[src/rtl/lpa_pkg.sv]
package lpa_pkg;
   // Who owns the memory in the current clock
   typedef enum logic [1:0] {
      OWN_IDLE = 2'd0,   // no owner, memory free
      OWN_RSV  = 2'd1,   // reserved for local, command not yet issued
      OWN_LCYC = 2'd2,   // local memory cycle running
      OWN_SCYC = 2'd3    // system memory cycle running
   } owner_e;

   function automatic int unsigned cnt_width(input int unsigned n);
      return (n > 1) ? $clog2(n) : 1;
   endfunction
endpackage

[src/rtl/lpa_cycle_timer.sv]
module lpa_cycle_timer #(
   parameter int unsigned CYC_CLKS = 4
) (
   input  logic clk,
   input  logic rst_n,
   input  logic busy,
   output logic done
);
   localparam int unsigned CW = lpa_pkg::cnt_width(CYC_CLKS);
   localparam logic [CW-1:0] LAST = CW'(CYC_CLKS - 1);

   generate
      if (CYC_CLKS < 1) begin : g_bad
         $error("CYC_CLKS must be at least 1");
      end
      if (CYC_CLKS == 1) begin : g_single
         assign done = busy;
      end else begin : g_multi
         logic [CW-1:0] cnt;
         always_ff @(posedge clk or negedge rst_n) begin
            if (!rst_n)
               cnt <= '0;
            else if (!busy || cnt == LAST)
               cnt <= '0;
            else
               cnt <= cnt + 1'b1;
         end
         assign done = busy && (cnt == LAST);


         cycle_runs_full_chk: assert property (@(posedge clk) disable iff (!rst_n)
            busy && !done |=> busy);
      end
   endgenerate
endmodule

[src/rtl/lpa_hold_timer.sv]
module lpa_hold_timer #(
   parameter int unsigned HOLD_LIMIT = 16
) (
   input  logic clk,
   input  logic rst_n,
   input  logic holding,
   output logic expired
);
   localparam int unsigned HW = lpa_pkg::cnt_width(HOLD_LIMIT);
   localparam logic [HW-1:0] LIM = HW'(HOLD_LIMIT - 1);

   generate
      if (HOLD_LIMIT < 2) begin : g_bad
         $error("HOLD_LIMIT must be at least 2");
      end
   endgenerate

   logic [HW-1:0] cnt;
   always_ff @(posedge clk or negedge rst_n) begin
      if (!rst_n)
         cnt <= '0;
      else if (!holding)
         cnt <= '0;
      else if (cnt != LIM)
         cnt <= cnt + 1'b1;
   end
   assign expired = holding && (cnt == LIM);


   hold_saturates_chk: assert property (@(posedge clk) disable iff (!rst_n)
      expired && holding |=> !holding || expired);
endmodule

[src/rtl/lpa_owner_fsm.sv]
module lpa_owner_fsm
   import lpa_pkg::*;
(
   input  logic   clk,
   input  logic   rst_n,
   input  logic   master_mode,
   input  logic   loc_req,
   input  logic   loc_cmd,
   input  logic   loc_we,
   input  logic   sys_req,
   input  logic   sys_we,
   input  logic   cyc_done,
   input  logic   hold_expired,
   output owner_e owner,
   output logic   op_we
);
   owner_e nxt;
   logic   sys_ok;

   assign sys_ok = sys_req && !master_mode;

   always_comb begin
      nxt = owner;
      unique case (owner)
         OWN_IDLE: begin
            if (loc_req)      nxt = OWN_RSV;
            else if (sys_ok)  nxt = OWN_SCYC;
         end
         OWN_RSV: begin
            if (!loc_req)                    nxt = sys_ok ? OWN_SCYC : OWN_IDLE;
            else if (loc_cmd)                nxt = OWN_LCYC;
            else if (hold_expired && sys_ok) nxt = OWN_SCYC;
         end
         OWN_LCYC, OWN_SCYC: begin
            if (cyc_done) begin
               if (loc_req)      nxt = OWN_RSV;
               else if (sys_ok)  nxt = OWN_SCYC;
               else              nxt = OWN_IDLE;
            end
         end
         default: nxt = OWN_IDLE;
      endcase
   end

   always_ff @(posedge clk or negedge rst_n) begin
      if (!rst_n) begin
         owner <= OWN_IDLE;
         op_we <= 1'b0;
      end else begin
         owner <= nxt;
         if (nxt == OWN_LCYC && owner != OWN_LCYC)
            op_we <= loc_we;
         else if (nxt == OWN_SCYC && (owner != OWN_SCYC || cyc_done))
            op_we <= sys_we;
      end
   end


   early_reserve_chk: assert property (@(posedge clk) disable iff (!rst_n)
      owner == OWN_IDLE && loc_req |=> owner == OWN_RSV);

   master_blocks_sys_chk: assert property (@(posedge clk) disable iff (!rst_n)
      master_mode && owner != OWN_SCYC |=> owner != OWN_SCYC);

   local_keeps_memory_chk: assert property (@(posedge clk) disable iff (!rst_n)
      owner == OWN_LCYC && cyc_done && loc_req |=> owner == OWN_RSV);
endmodule

[src/rtl/lp_dpram_arb.sv]
module lp_dpram_arb
   import lpa_pkg::*;
#(
   parameter int unsigned CYC_CLKS   = 4,
   parameter int unsigned HOLD_LIMIT = 16
) (
   input  logic clk,
   input  logic rst_n,
   input  logic master_mode,
   input  logic loc_req,
   input  logic loc_cmd,
   input  logic loc_we,
   input  logic sys_req,
   input  logic sys_we,
   output logic loc_gnt,
   output logic sys_gnt,
   output logic mem_sel,
   output logic mem_rd,
   output logic mem_wr,
   output logic mem_done,
   output logic loc_wait
);
   localparam int unsigned WW = cnt_width(CYC_CLKS + 2);
   localparam int unsigned RW = cnt_width(HOLD_LIMIT + 2);

   owner_e owner;
   logic   op_we;
   logic   cyc_busy;
   logic   cyc_done;
   logic   hold_expired;

   assign cyc_busy = (owner == OWN_LCYC) || (owner == OWN_SCYC);

   lpa_cycle_timer #(.CYC_CLKS(CYC_CLKS)) u_cyc (
      .clk   (clk),
      .rst_n (rst_n),
      .busy  (cyc_busy),
      .done  (cyc_done)
   );

   lpa_hold_timer #(.HOLD_LIMIT(HOLD_LIMIT)) u_hold (
      .clk     (clk),
      .rst_n   (rst_n),
      .holding (owner == OWN_RSV),
      .expired (hold_expired)
   );

   lpa_owner_fsm u_fsm (
      .clk          (clk),
      .rst_n        (rst_n),
      .master_mode  (master_mode),
      .loc_req      (loc_req),
      .loc_cmd      (loc_cmd),
      .loc_we       (loc_we),
      .sys_req      (sys_req),
      .sys_we       (sys_we),
      .cyc_done     (cyc_done),
      .hold_expired (hold_expired),
      .owner        (owner),
      .op_we        (op_we)
   );

   assign loc_gnt  = (owner == OWN_RSV) || (owner == OWN_LCYC);
   assign sys_gnt  = (owner == OWN_SCYC);
   assign mem_sel  = cyc_busy;
   assign mem_rd   = cyc_busy && !op_we;
   assign mem_wr   = cyc_busy && op_we;
   assign mem_done = cyc_done;
   assign loc_wait = loc_req && sys_gnt;

   // Port-level checkers
   logic [WW-1:0] wait_run;
   logic [RW-1:0] rsv_run;
   always_ff @(posedge clk or negedge rst_n) begin
      if (!rst_n) begin
         wait_run <= '0;
         rsv_run  <= '0;
      end else begin
         wait_run <= !loc_wait ? '0 :
                     (wait_run == WW'(CYC_CLKS + 1)) ? wait_run : wait_run + 1'b1;
         rsv_run  <= !(loc_gnt && !mem_sel && sys_req && !master_mode) ? '0 :
                     (rsv_run == RW'(HOLD_LIMIT + 1)) ? rsv_run : rsv_run + 1'b1;
      end
   end


   grants_exclusive_chk: assert property (@(posedge clk) disable iff (!rst_n)
      !(loc_gnt && sys_gnt));

   stall_bounded_chk: assert property (@(posedge clk) disable iff (!rst_n)
      wait_run <= WW'(CYC_CLKS));

   reserve_bounded_chk: assert property (@(posedge clk) disable iff (!rst_n)
      rsv_run <= RW'(HOLD_LIMIT));

   grants_steady_chk: assert property (@(posedge clk) disable iff (!rst_n)
      mem_sel && !mem_done |=> mem_sel && $stable(loc_gnt) && $stable(sys_gnt));

   strobe_onehot_chk: assert property (@(posedge clk) disable iff (!rst_n)
      $onehot0({mem_rd, mem_wr}) && (mem_sel == (mem_rd || mem_wr)));
endmodule

[config.mk]
export PLATFORM = sky130hd
export DESIGN_NAME = lp_dpram_arb
export DESIGN_NICKNAME = d
export VERILOG_FILES = /design/src/rtl/lpa_pkg.sv /design/src/rtl/lpa_cycle_timer.sv /design/src/rtl/lpa_hold_timer.sv /design/src/rtl/lpa_owner_fsm.sv /design/src/rtl/lp_dpram_arb.sv
export SDC_FILE = /design/constraint.sdc
export NUM_CORES = 1
export LEC_CHECK = 0
export BUFFER_PORTS_ARGS = -buffer_cell sky130_fd_sc_hd__buf_4
export CORE_ASPECT_RATIO = 0.9
export CORE_MARGIN = 3
export CORE_UTILIZATION = 35
export CTS_CLUSTER_DIAMETER = 30
export DETAILED_ROUTE_END_ITERATION = 6
export GPL_TIMING_DRIVEN = 0
export PLACE_DENSITY_LB_ADDON = 0.05
export SYNTH_ARGS = -nofsm -noshare
export SYNTH_HDL_FRONTEND = slang
export SYNTH_HIERARCHICAL = 1
export SYNTH_SLANG_ARGS = --single-unit
[constraint.sdc]
create_clock -name clk -period 2.1 [get_ports clk]
set_clock_uncertainty 0.2 [all_clocks]
set_input_delay 0.21 -clock clk [delete_from_list [all_inputs] [get_ports clk]]
set_output_delay 0.21 -clock clk [all_outputs]
set_load 0.01 [all_outputs]
==> impl_metrics.csv, run 1 <==
group,metric,value,unit
power,vdd_drop_max,0.0007967,V
clocking,cts_tree,"built",
worst_setup_path,cp-end-kind,"flop",
worst_setup_path,crit_path_max_fanout,4,
timing,finalCriticalPeriod,2217,ps
place,place.gp.congestion,0.6290,
grt,grt_pass1_wl,2.125,mm
route,drt_iter0_drc,10,
status,violations,"negative setup slack",
synthesis,syn_area_per_cell,10.72,um2
timing,slew_viol_final,0,
route,wl_per_cell,11.87,um
route,postRouteAntennaNets,0,
floorplanning,dieHeight,45.99,um
timing,slew_headroom,80.25,%
synthesis,syn-num-nets,71,
timing,rsz0062_at_grt,"true",
worst_setup_path,cpPeakStageDelay,460,ps
layout,drive_above_1_share,54.02,%
grt,antenna_found_initial,0,
timing,worst_slew_pin_slew,296.2,ps
synthesis,yosysWarnings,6,
grt,grt_max_degree,10,
synthesis,ys_types,32,
synthesis,synth_area,621.8,um2
clocking,clk_latency,250,ps
grt,overflow,0,
clocking,clockRootBuffer,"clkbuf_4",
power,power,1.176,mW
worst_hold_path,hold_class,"primary input to flop",
floorplanning,boundaryPins,15,
grt,grt_pass1_vias,477,
layout,final_cell_mix,"24 x buf_4, 7 x inv_1, 7 x dfrtp_1",
timing,hold_viol_final,0,
worst_setup_path,ff2ff_setup_slack,-120,ps
synthesis,synth_top_area_cell,"dfrtp_1",
worst_setup_path,crit_path_top_delay_cell,"dfrtp_2",
clocking,clockBufferDepth,2,
floorplanning,core_area,0.001562,mm2
status,outcome,"finished, violations left",
synthesis,synth_area_leaders,"dfrtp_1 36%, ha_1 10%, inv_1 4.8%",
job,maxCapViolations,0,
timing,fmax,451.0,MHz
floorplanning,die_area,0.002319,mm2
power,p_leak,0.4247,nW
floorplanning,initial_core_util,39.82,%
clocking,cts_buffers,3,
route,routed_wl,1.294,mm
timing,fin_ws,-117.4,ps
layout,diodes,0,
route,dr.pass1.iters,4,
floorplanning,rows,13,
route,drc,0,
floorplanning,chipWidth,50.43,um
worst_setup_path,cp.required,2040,ps
synthesis,synthCells,58,
synthesis,synth_top_area_share,36.22,%
place,dp_slack,-138.0,ps
worst_setup_path,path_cells,"ha_4 -> or2_4 -> and2_4 -> and2b_1 -> a221oi_2 -> a211oi_2 -> mux2_4",
synthesis,ys_ff_latch,9,
worst_setup_path,arrival,2150,ps
layout,nNetsFinal,101,
clocking,clk_pin_slew,60,ps
timing,setup_violations,1,
route,viasPerCell,4.835,
layout,mostFrequentLayoutCell,"buf_4",
worst_setup_path,startpoint_type,"flop",
grt,grt_util_all_layers,12.54,%
synthesis,ys_seq_area_share,36.22,%
layout,area_growth,45.07,%
clocking,cts_sinks,9,
clocking,htreeDepth,1,
place,io_buffers,14,
worst_setup_path,critPathKind,"flop to flop",
timing,finalCritPeriodShare,105.6,%
place,hpwl,909.8,um
power,power.density,1303,mW/mm2
route,vias,527,
path summary, 6_finish.rpt:
path | start | endpoint | cells past startpoint
max in group asynchronous | rst_n | u_fsm/owner[1]$_DFF_PN0_ | 2
hold / removal | loc_cmd | u_fsm/owner[1]$_DFF_PN0_ | 3
setup / recovery | u_fsm/owner[1]$_DFF_PN0_ | u_fsm/op_we$_DFFE_PN0P_ | 7
setup reg to reg | u_fsm/owner[1]$_DFF_PN0_ | u_fsm/op_we$_DFFE_PN0P_ | 7
min in group asynchronous | rst_n | u_hold/cnt[2]$_DFFE_PN0P_ | 2
hold reg to reg | u_cyc/g_multi.cnt[0]$_DFF_PN0_ | u_cyc/g_multi.cnt[0]$_DFF_PN0_ | 1
synthesized netlist by cell type:
| library cell | number |
|---|---|
| and2b_1 | 1 |
| nor2b_1 | 1 |
| nand2_1 | 3 |
| nor3b_2 | 1 |
| nand4b_1 | 1 |
| o31ai_1 | 2 |
| a2111oi_4 | 1 |
| and2_1 | 1 |
| a22oi_1 | 1 |
| o211a_1 | 1 |
| nand2b_1 | 2 |
| a221oi_2 | 1 |
| nand2b_2 | 1 |
| mux2_4 | 1 |
| nand3_1 | 1 |
| or2_1 | 1 |
| mux2i_1 | 2 |
| a21oi_1 | 1 |
| inv_1 | 8 |
| and2b_2 | 1 |
| o21ba_2 | 1 |
| and3_4 | 1 |
| dfrtp_1 | 9 |
| a211oi_2 | 1 |
| o21a_1 | 1 |
| o21ai_0 | 1 |
| nor2_1 | 1 |
| a31o_2 | 1 |
| and3b_1 | 1 |
| a31oi_1 | 2 |
| and2_2 | 2 |
| ha_1 | 5 |
sequential cells by signal (all words and copies together) (netlist names):
| signal | flops |
|---|---|
| u_hold/cnt | 4 |
| u_fsm/op_we | 1 |
| u_fsm/owner | 2 |
| u_cyc/g_multi.cnt | 2 |
cells by family after synthesis:
logic type,count (synthesis),share of synthesized area [%]
buffers and inverters,8,4.829
muxes,3,5.633
and+or+nand+nor,19,21.33
AOI/OAI and AO/OA,14,21.93
DFF,9,36.22
adders and majority gates,5,10.06
power by group:
part,internal [mW],total (mW),leakage (nW),switching (mW)
logic,0.431,0.739,0.297,0.309
registers,0.239,0.309,0.113,0.0705
clock network,0.0728,0.127,0.0150,0.0543
per-stage QoR:
stage | instances | utilization (%) | area (um2) | setup TNS (ps) | hold slack [ps]
floorplan | 58 | - | 653.1 | -50.87 | -285.6
global placement | 94 | 50.32 | 785.8 | -151.0 | -158.2
detailed placement | 94 | 50.32 | 785.8 | -138.0 | -160.0
CTS | 105 | 55.69 | 869.6 | -58.61 | 30.81
global route | 109 | 57.77 | 902.1 | -180.0 | 56.29
finish | 109 | 57.77 | 902.1 | -117.4 | 33.55
what timing repair did:
item                                    CTS  global route
hold buffers                              1             0
hold endpoints to repair                  9             0
pin swaps                                 0             4
resized for setup                         1             1
setup buffers                             6             4
endpoints found under the setup margin    1             1
critical path: cells and delay by family, from the launching register on:
family	cells	cell delay [ps]
DFF	1	460
muxes	1	320
AOI/OAI and AO/OA	2	320
and+or+nand+nor	3	610
adders and majority gates	1	180
layer usage:
metal	routed length (um)	global-route usage (%)	vias up
met5	0	0	-
met4	0	1.613	0
met3	35	4.918	0
met2	602	18.75	6
met1	656	17.50	255
li1	-	-	266
layout make-up:
class,count,area [um2]
Fill cell,153,659.4
Multi-Input combinational cell,41,400.4
Sequential cell,9,227.7
Timing Repair Buffer,25,190.2
Inverter,8,30.03
Tap cell,22,27.53
Clock buffer,4,26.28
Note: power is estimated with default switching activity, not from simulation.
==> run 2, diff against run 1 <==
--- a/config.mk
+++ b/config.mk
@@ -6,13 +6,15 @@
 export NUM_CORES = 1
 export LEC_CHECK = 0
 export BUFFER_PORTS_ARGS = -buffer_cell sky130_fd_sc_hd__buf_4
-export CORE_ASPECT_RATIO = 0.9
+export CORE_ASPECT_RATIO = 1.2
 export CORE_MARGIN = 3
 export CORE_UTILIZATION = 35
 export CTS_CLUSTER_DIAMETER = 30
 export DETAILED_ROUTE_END_ITERATION = 6
 export GPL_TIMING_DRIVEN = 0
 export PLACE_DENSITY_LB_ADDON = 0.05
+export REMOVE_ABC_BUFFERS = 1
+export SKIP_CTS_REPAIR_TIMING = 1
 export SYNTH_ARGS = -nofsm -noshare
 export SYNTH_HDL_FRONTEND = slang
 export SYNTH_HIERARCHICAL = 1
==> run 2 against run 1 <==
The flow still finishes with violations (negative setup slack). Total power down 6.2%. Register-to-register slack better by 50 ps. Maximum frequency rose by 2.1%. Sequential power hardly changed. Critical path type unchanged. Largest power group unchanged.
==> impl_metrics.csv, run 2 (synthesized netlist as in run 1, its figures left out) <==
group,metric,value,unit
clocking,clockRootBuffer,"clkbuf_4",
timing,worst_slew_pin_slew,303.1,ps
route,drc,0,
timing,whs,24.11,ps
worst_hold_path,hp-start,"loc_cmd",
power,p_leak,0.4034,nW
route,dr.pass1.iters,3,
worst_setup_path,crit_start,"u_fsm/owner[1]$_DFF_PN0_",
clocking,clockBufferDepth,2,
worst_setup_path,cp-end-kind,"flop",
floorplanning,die_area,0.002321,mm2
layout,diodes,0,
layout,largest_reg_flops,4,
worst_setup_path,cp.required,2030,ps
power,vdd_drop_max,0.0007372,V
layout,postLayoutCoreUtil,52.11,%
layout,area_growth,39.24,%
grt,grt_max_degree,11,
worst_setup_path,arrival,2100,ps
grt,overflow,0,
floorplanning,initial_core_util,37.42,%
clocking,cts_tree,"built",
job,maxCapViolations,0,
layout,multi_input_area,406.6,um2
layout,largest_register,"u_hold/cnt",
timing,finalCritPeriodShare,103.4,%
layout,mostFrequentLayoutCell,"buf_4",
worst_setup_path,r2r_start,"u_fsm/owner[1]$_DFF_PN0_",
place,hpwl,873.6,um
worst_setup_path,critPathKind,"flop to flop",
floorplanning,core_area,0.001662,mm2
clocking,htreeDepth,1,
status,outcome,"finished, violations left",
timing,finalCriticalPeriod,2171,ps
layout,reg_top3,"u_hold/cnt: 4 flops, u_cyc/g_multi.cnt: 2 flops, u_fsm/owner: 2 flops",
timing,hold_viol_final,0,
layout,drive_above_1_share,52.44,%
power,power.density,1274,mW/mm2
layout,fillers,166,
grt,antenna_found_initial,0,
floorplanning,rows,16,
timing,slew_headroom,79.79,%
timing,rsz0062_at_grt,"true",
place,place.gp.congestion,0.6699,
route,viasPerCell,5.050,
worst_setup_path,ff2ff_setup_slack,-70,ps
clocking,cts_sinks,9,
worst_setup_path,startpoint_type,"flop",
floorplanning,dieHeight,52.18,um
timing,setup_violations,1,
timing,fmax,460.6,MHz
floorplanning,chipWidth,44.48,um
timing,slew_viol_final,0,
status,violations,"negative setup slack",
layout,register_area,227.7,um2
grt,grt_pass1_wl,1.932,mm
layout,final_cell_mix,"19 x buf_4, 8 x inv_1, 7 x dfrtp_1",
route,vias,505,
route,postRouteAntennaNets,0,
worst_setup_path,crit_path_max_fanout,6,
route,routed_wl,1.191,mm
clocking,cts_buffers,3,
clocking,clk_pin_slew,60,ps
worst_hold_path,hold_class,"primary input to flop",
route,drt_iter0_drc,4,
clocking,clk_latency,250,ps
route,wl_per_cell,11.91,um
grt,grt_util_all_layers,11.21,%
power,power,1.103,mW
layout,nNetsFinal,96,
place,io_buffers,14,
timing,fin_ws,-71.23,ps
floorplanning,boundaryPins,15,
grt,grt_pass1_vias,459,
[run 2: worst paths after layout]
path,to,cells after the start
min in group asynchronous,u_cyc/g_multi.cnt[1]$_DFF_PN0_,2
worst max-delay path,u_fsm/op_we$_DFFE_PN0P_,7
worst min register to register,u_cyc/g_multi.cnt[0]$_DFF_PN0_,1
worst max register to register,u_fsm/op_we$_DFFE_PN0P_,7
worst min-delay path,u_fsm/owner[1]$_DFF_PN0_,3
max in group asynchronous,u_fsm/owner[1]$_DFF_PN0_,2
[run 2: power by group]
group / total [mW] / switching (mW) / leakage [nW] / internal [mW]
sequential: 0.306 / 0.0677 / 0.113 / 0.239
clock: 0.126 / 0.0529 / 0.0150 / 0.0727
combinational: 0.671 / 0.288 / 0.276 / 0.383
[run 2: cell type report]
cell class	instances	area share (%)
flip-flops and latches	9	26.30
clock buffers	4	3.035
well taps	18	2.601
inverters	8	3.468
multi-input cells	41	46.97
repair buffers	20	17.63
[run 2: per-layer routing]
layer | vias to the layer above | global-route usage [%] | part of all wire [%]
li1 | 256 | - | -
met1 | 235 | 12.82 | 42
met2 | 12 | 19.14 | 51
met3 | 2 | 4.124 | 5.7
met4 | 0 | 3.015 | 0.67
met5 | - | 0 | 0
[run 2: critical path, cell delays in order (launching register included)]
cell and delay [ps]:
dfrtp_2 460, ha_4 190, or2_4 260, and2_4 170, and2b_2 230, a221oi_2 50, a211oi_2 180, mux2_4 310
[run 2: stage by stage]
step | cell area (um2) | instances | setup WS, ps | setup TNS, ps
3_5_place_dp | 749.5 | 90 | -383.3 | -464.0
6_report | 865.8 | 100 | -71.23 | -71.23
4_1_cts | 775.7 | 94 | -392.1 | -548.8
3_3_place_gp | 749.5 | 90 | -373.4 | -427.0
5_1_grt | 865.8 | 100 | -164.9 | -164.9
2_1_floorplan | 621.8 | 58 | -319.4 | -319.4
==> run 3, diff against run 2 <==
--- a/config.mk
+++ b/config.mk
@@ -11,10 +11,10 @@
 export CORE_UTILIZATION = 35
 export CTS_CLUSTER_DIAMETER = 30
 export DETAILED_ROUTE_END_ITERATION = 6
-export GPL_TIMING_DRIVEN = 0
 export PLACE_DENSITY_LB_ADDON = 0.05
 export REMOVE_ABC_BUFFERS = 1
 export SKIP_CTS_REPAIR_TIMING = 1
+export SLEW_MARGIN = 40
 export SYNTH_ARGS = -nofsm -noshare
 export SYNTH_HDL_FRONTEND = slang
 export SYNTH_HIERARCHICAL = 1
==> run 3 against run 2 <==
The run still ends with negative setup slack left. Clock-buffer cell count unchanged. Final cell count up 7.0%. Clock power up 12%. Utilization up 0.83 points. Critical path depth unchanged. Global-route usage up 1.9 points. Maximum frequency up 3.2%. Via count up 4.2%. Largest power group unchanged. Highest routed layer unchanged.
==> impl_metrics.csv, run 3 (synthesized netlist as in run 1, its figures left out) <==
group,metric,value,unit
worst_setup_path,critPathKind,"flop to flop",
route,routed_wl,1.239,mm
clocking,clockBufferDepth,2,
worst_setup_path,startpoint_type,"flop",
route,viasPerCell,4.916,
timing,slew_viol_final,0,
power,p_int,0.6976,mW
worst_setup_path,ff2ff_path_depth,7,
route,vias,526,
worst_setup_path,r2r_start,"u_hold/cnt[0]$_DFFE_PN0P_",
route,drc,0,
power,power_frac_seq,25.4,%
floorplanning,rows,16,
status,violations,"negative setup slack",
power,p_comb_share,61.9,%
worst_setup_path,crit_path_top_delay_cell,"dfrtp_1",
worst_setup_path,path_cells,"ha_1 -> and3_4 -> and2_1 -> nand2b_2 -> a2111oi_4 -> a211oi_2 -> mux2_4",
layout,area_growth,41.45,%
clocking,htreeDepth,1,
power,power.density,1258,mW/mm2
place,place_area,839.6,um2
timing,fmax,475.2,MHz
timing,finalCriticalPeriod,2104,ps
job,maxCapViolations,0,
floorplanning,boundaryPins,15,
status,outcome,"finished, violations left",
grt,grt_pass1_vias,523,
clocking,clockRootBuffer,"clkbuf_4",
clocking,clk_pin_slew,70,ps
grt,grt_max_degree,10,
worst_hold_path,hold-path-endpoint,"u_fsm/owner[1]$_DFF_PN0_",
floorplanning,chipWidth,44.48,um
worst_hold_path,holdPathStages,3,
layout,fin_area,879.6,um2
worst_setup_path,path_buf_inv,0,
layout,reg_top3,"u_hold/cnt: 4 flops, u_cyc/g_multi.cnt: 2 flops, u_fsm/owner: 2 flops",
timing,finalCritPeriodShare,100.2,%
timing,setup_violations,1,
timing,slew_headroom,80.50,%
grt,antenna_found_initial,0,
place,place.gp.congestion,0.7041,
layout,drive_above_1_share,47.19,%
layout,register_area,225.2,um2
worst_setup_path,r2r-end,"u_fsm/op_we$_DFFE_PN0P_",
layout,largest_reg_flops,4,
worst_setup_path,cp-end-kind,"flop",
layout,nNetsFinal,103,
route,wl_per_cell,11.58,um
layout,multi_input_area,370.4,um2
clocking,cts_buffers,3,
place,hpwl,996.6,um
floorplanning,initial_core_util,37.42,%
place,io_buffers,14,
worst_setup_path,crit_start,"u_hold/cnt[0]$_DFFE_PN0P_",
route,postRouteAntennaNets,0,
worst_hold_path,hold_class,"primary input to flop",
layout,diodes,0,
layout,largest_register,"u_hold/cnt",
worst_setup_path,cp.required,2060,ps
layout,final_cell_mix,"26 x buf_4, 9 x dfrtp_1, 8 x inv_1",
timing,hold_viol_final,0,
layout,fillers,158,
timing,fin_ws,-4.199,ps
power,switchingPower,0.4087,mW
grt,overflow,0,
power,power,1.106,mW
timing,worst_slew_pin_slew,290.0,ps
worst_setup_path,critPathTopFamily,"simple AND/OR/NAND/NOR gates",
clocking,clk_latency,270,ps
clocking,cts_sinks,9,
floorplanning,die_area,0.002321,mm2
route,drt_iter0_drc,1,
power,clkPwrFrac,12.7,%
floorplanning,core_area,0.001662,mm2
floorplanning,dieHeight,52.18,um
power,p_leak,0.4413,nW
power,p_sw_share,36.94,%
clocking,cts_tree,"built",
timing,setup_tns,-4.199,ps
grt,grt_util_all_layers,13.10,%
worst_setup_path,arrival,2060,ps
worst_setup_path,cpPeakStageDelay,380,ps
grt,grt_pass1_wl,2.159,mm
worst_hold_path,hp-start,"loc_cmd",
layout,mostFrequentLayoutCell,"buf_4",
timing,rsz0062_at_grt,"true",
worst_setup_path,ff2ff_setup_slack,-4,ps
worst_setup_path,crit_path_max_fanout,2,
route,dr.pass1.iters,2,
timing,whs,36.09,ps
power,vdd_drop_max,0.0006093,V
==> run 3: layout make-up <==
type / instances / area share, %
clock buffer: 4 / 2.987
inverter: 8 / 3.414
multi-input combinational: 41 / 42.11
sequential: 9 / 25.60
tap: 18 / 2.560
timing repair buffer: 27 / 23.33
==> run 3: power by group through the flow <==
stage | sequential, mW | clock [mW] | combinational [mW]
finish | 0.281 | 0.141 | 0.685
global route | 0.289 | 0.154 | 0.762
CTS | 0.283 | 0.146 | 0.690
detailed placement | 0.285 | 0 | 0.690
global placement | 0.284 | 0 | 0.684
floorplan | 0.304 | 0 | 0.341
==> run 3: tightest hold or removal path: cells and delay by family <==
family	cells	cell delay [ps]
buffers and inverters	1	100
AOI/OAI and AO/OA	1	40
and+or+nand+nor	1	100
==> run 3: how the worst max path moves through the flow <==
stage,slack [ps],to,cells past startpoint
after floorplan,-320,u_fsm/op_we$_DFFE_PN0P_,7
after global placement,-60,u_fsm/op_we$_DFFE_PN0P_,8
after detailed placement,-100,u_fsm/op_we$_DFFE_PN0P_,8
after CTS,-110,u_fsm/op_we$_DFFE_PN0P_,8
after global routing,-110,u_fsm/op_we$_DFFE_PN0P_,8
final,-4,u_fsm/op_we$_DFFE_PN0P_,7
==> run 3: metal layers <==
layer / GRT usage [%] / up-vias / wire (um)
li1: - / 269 / -
met1: 14.47 / 245 / 562
met2: 20.81 / 10 / 600
met3: 3.093 / 2 / 60
met4: 10.55 / 0 / 15
met5: 0 / - / 0
==> run 3: per-stage QoR <==
step	cells	setup WS (ps)	utilization, %
after global placement	102	-60.98	50.53
final	107	-4.199	52.94
after CTS	106	-109.5	52.11
after detailed placement	102	-100.6	50.53
after floorplan	58	-319.4	-
after global routing	107	-110.3	52.94
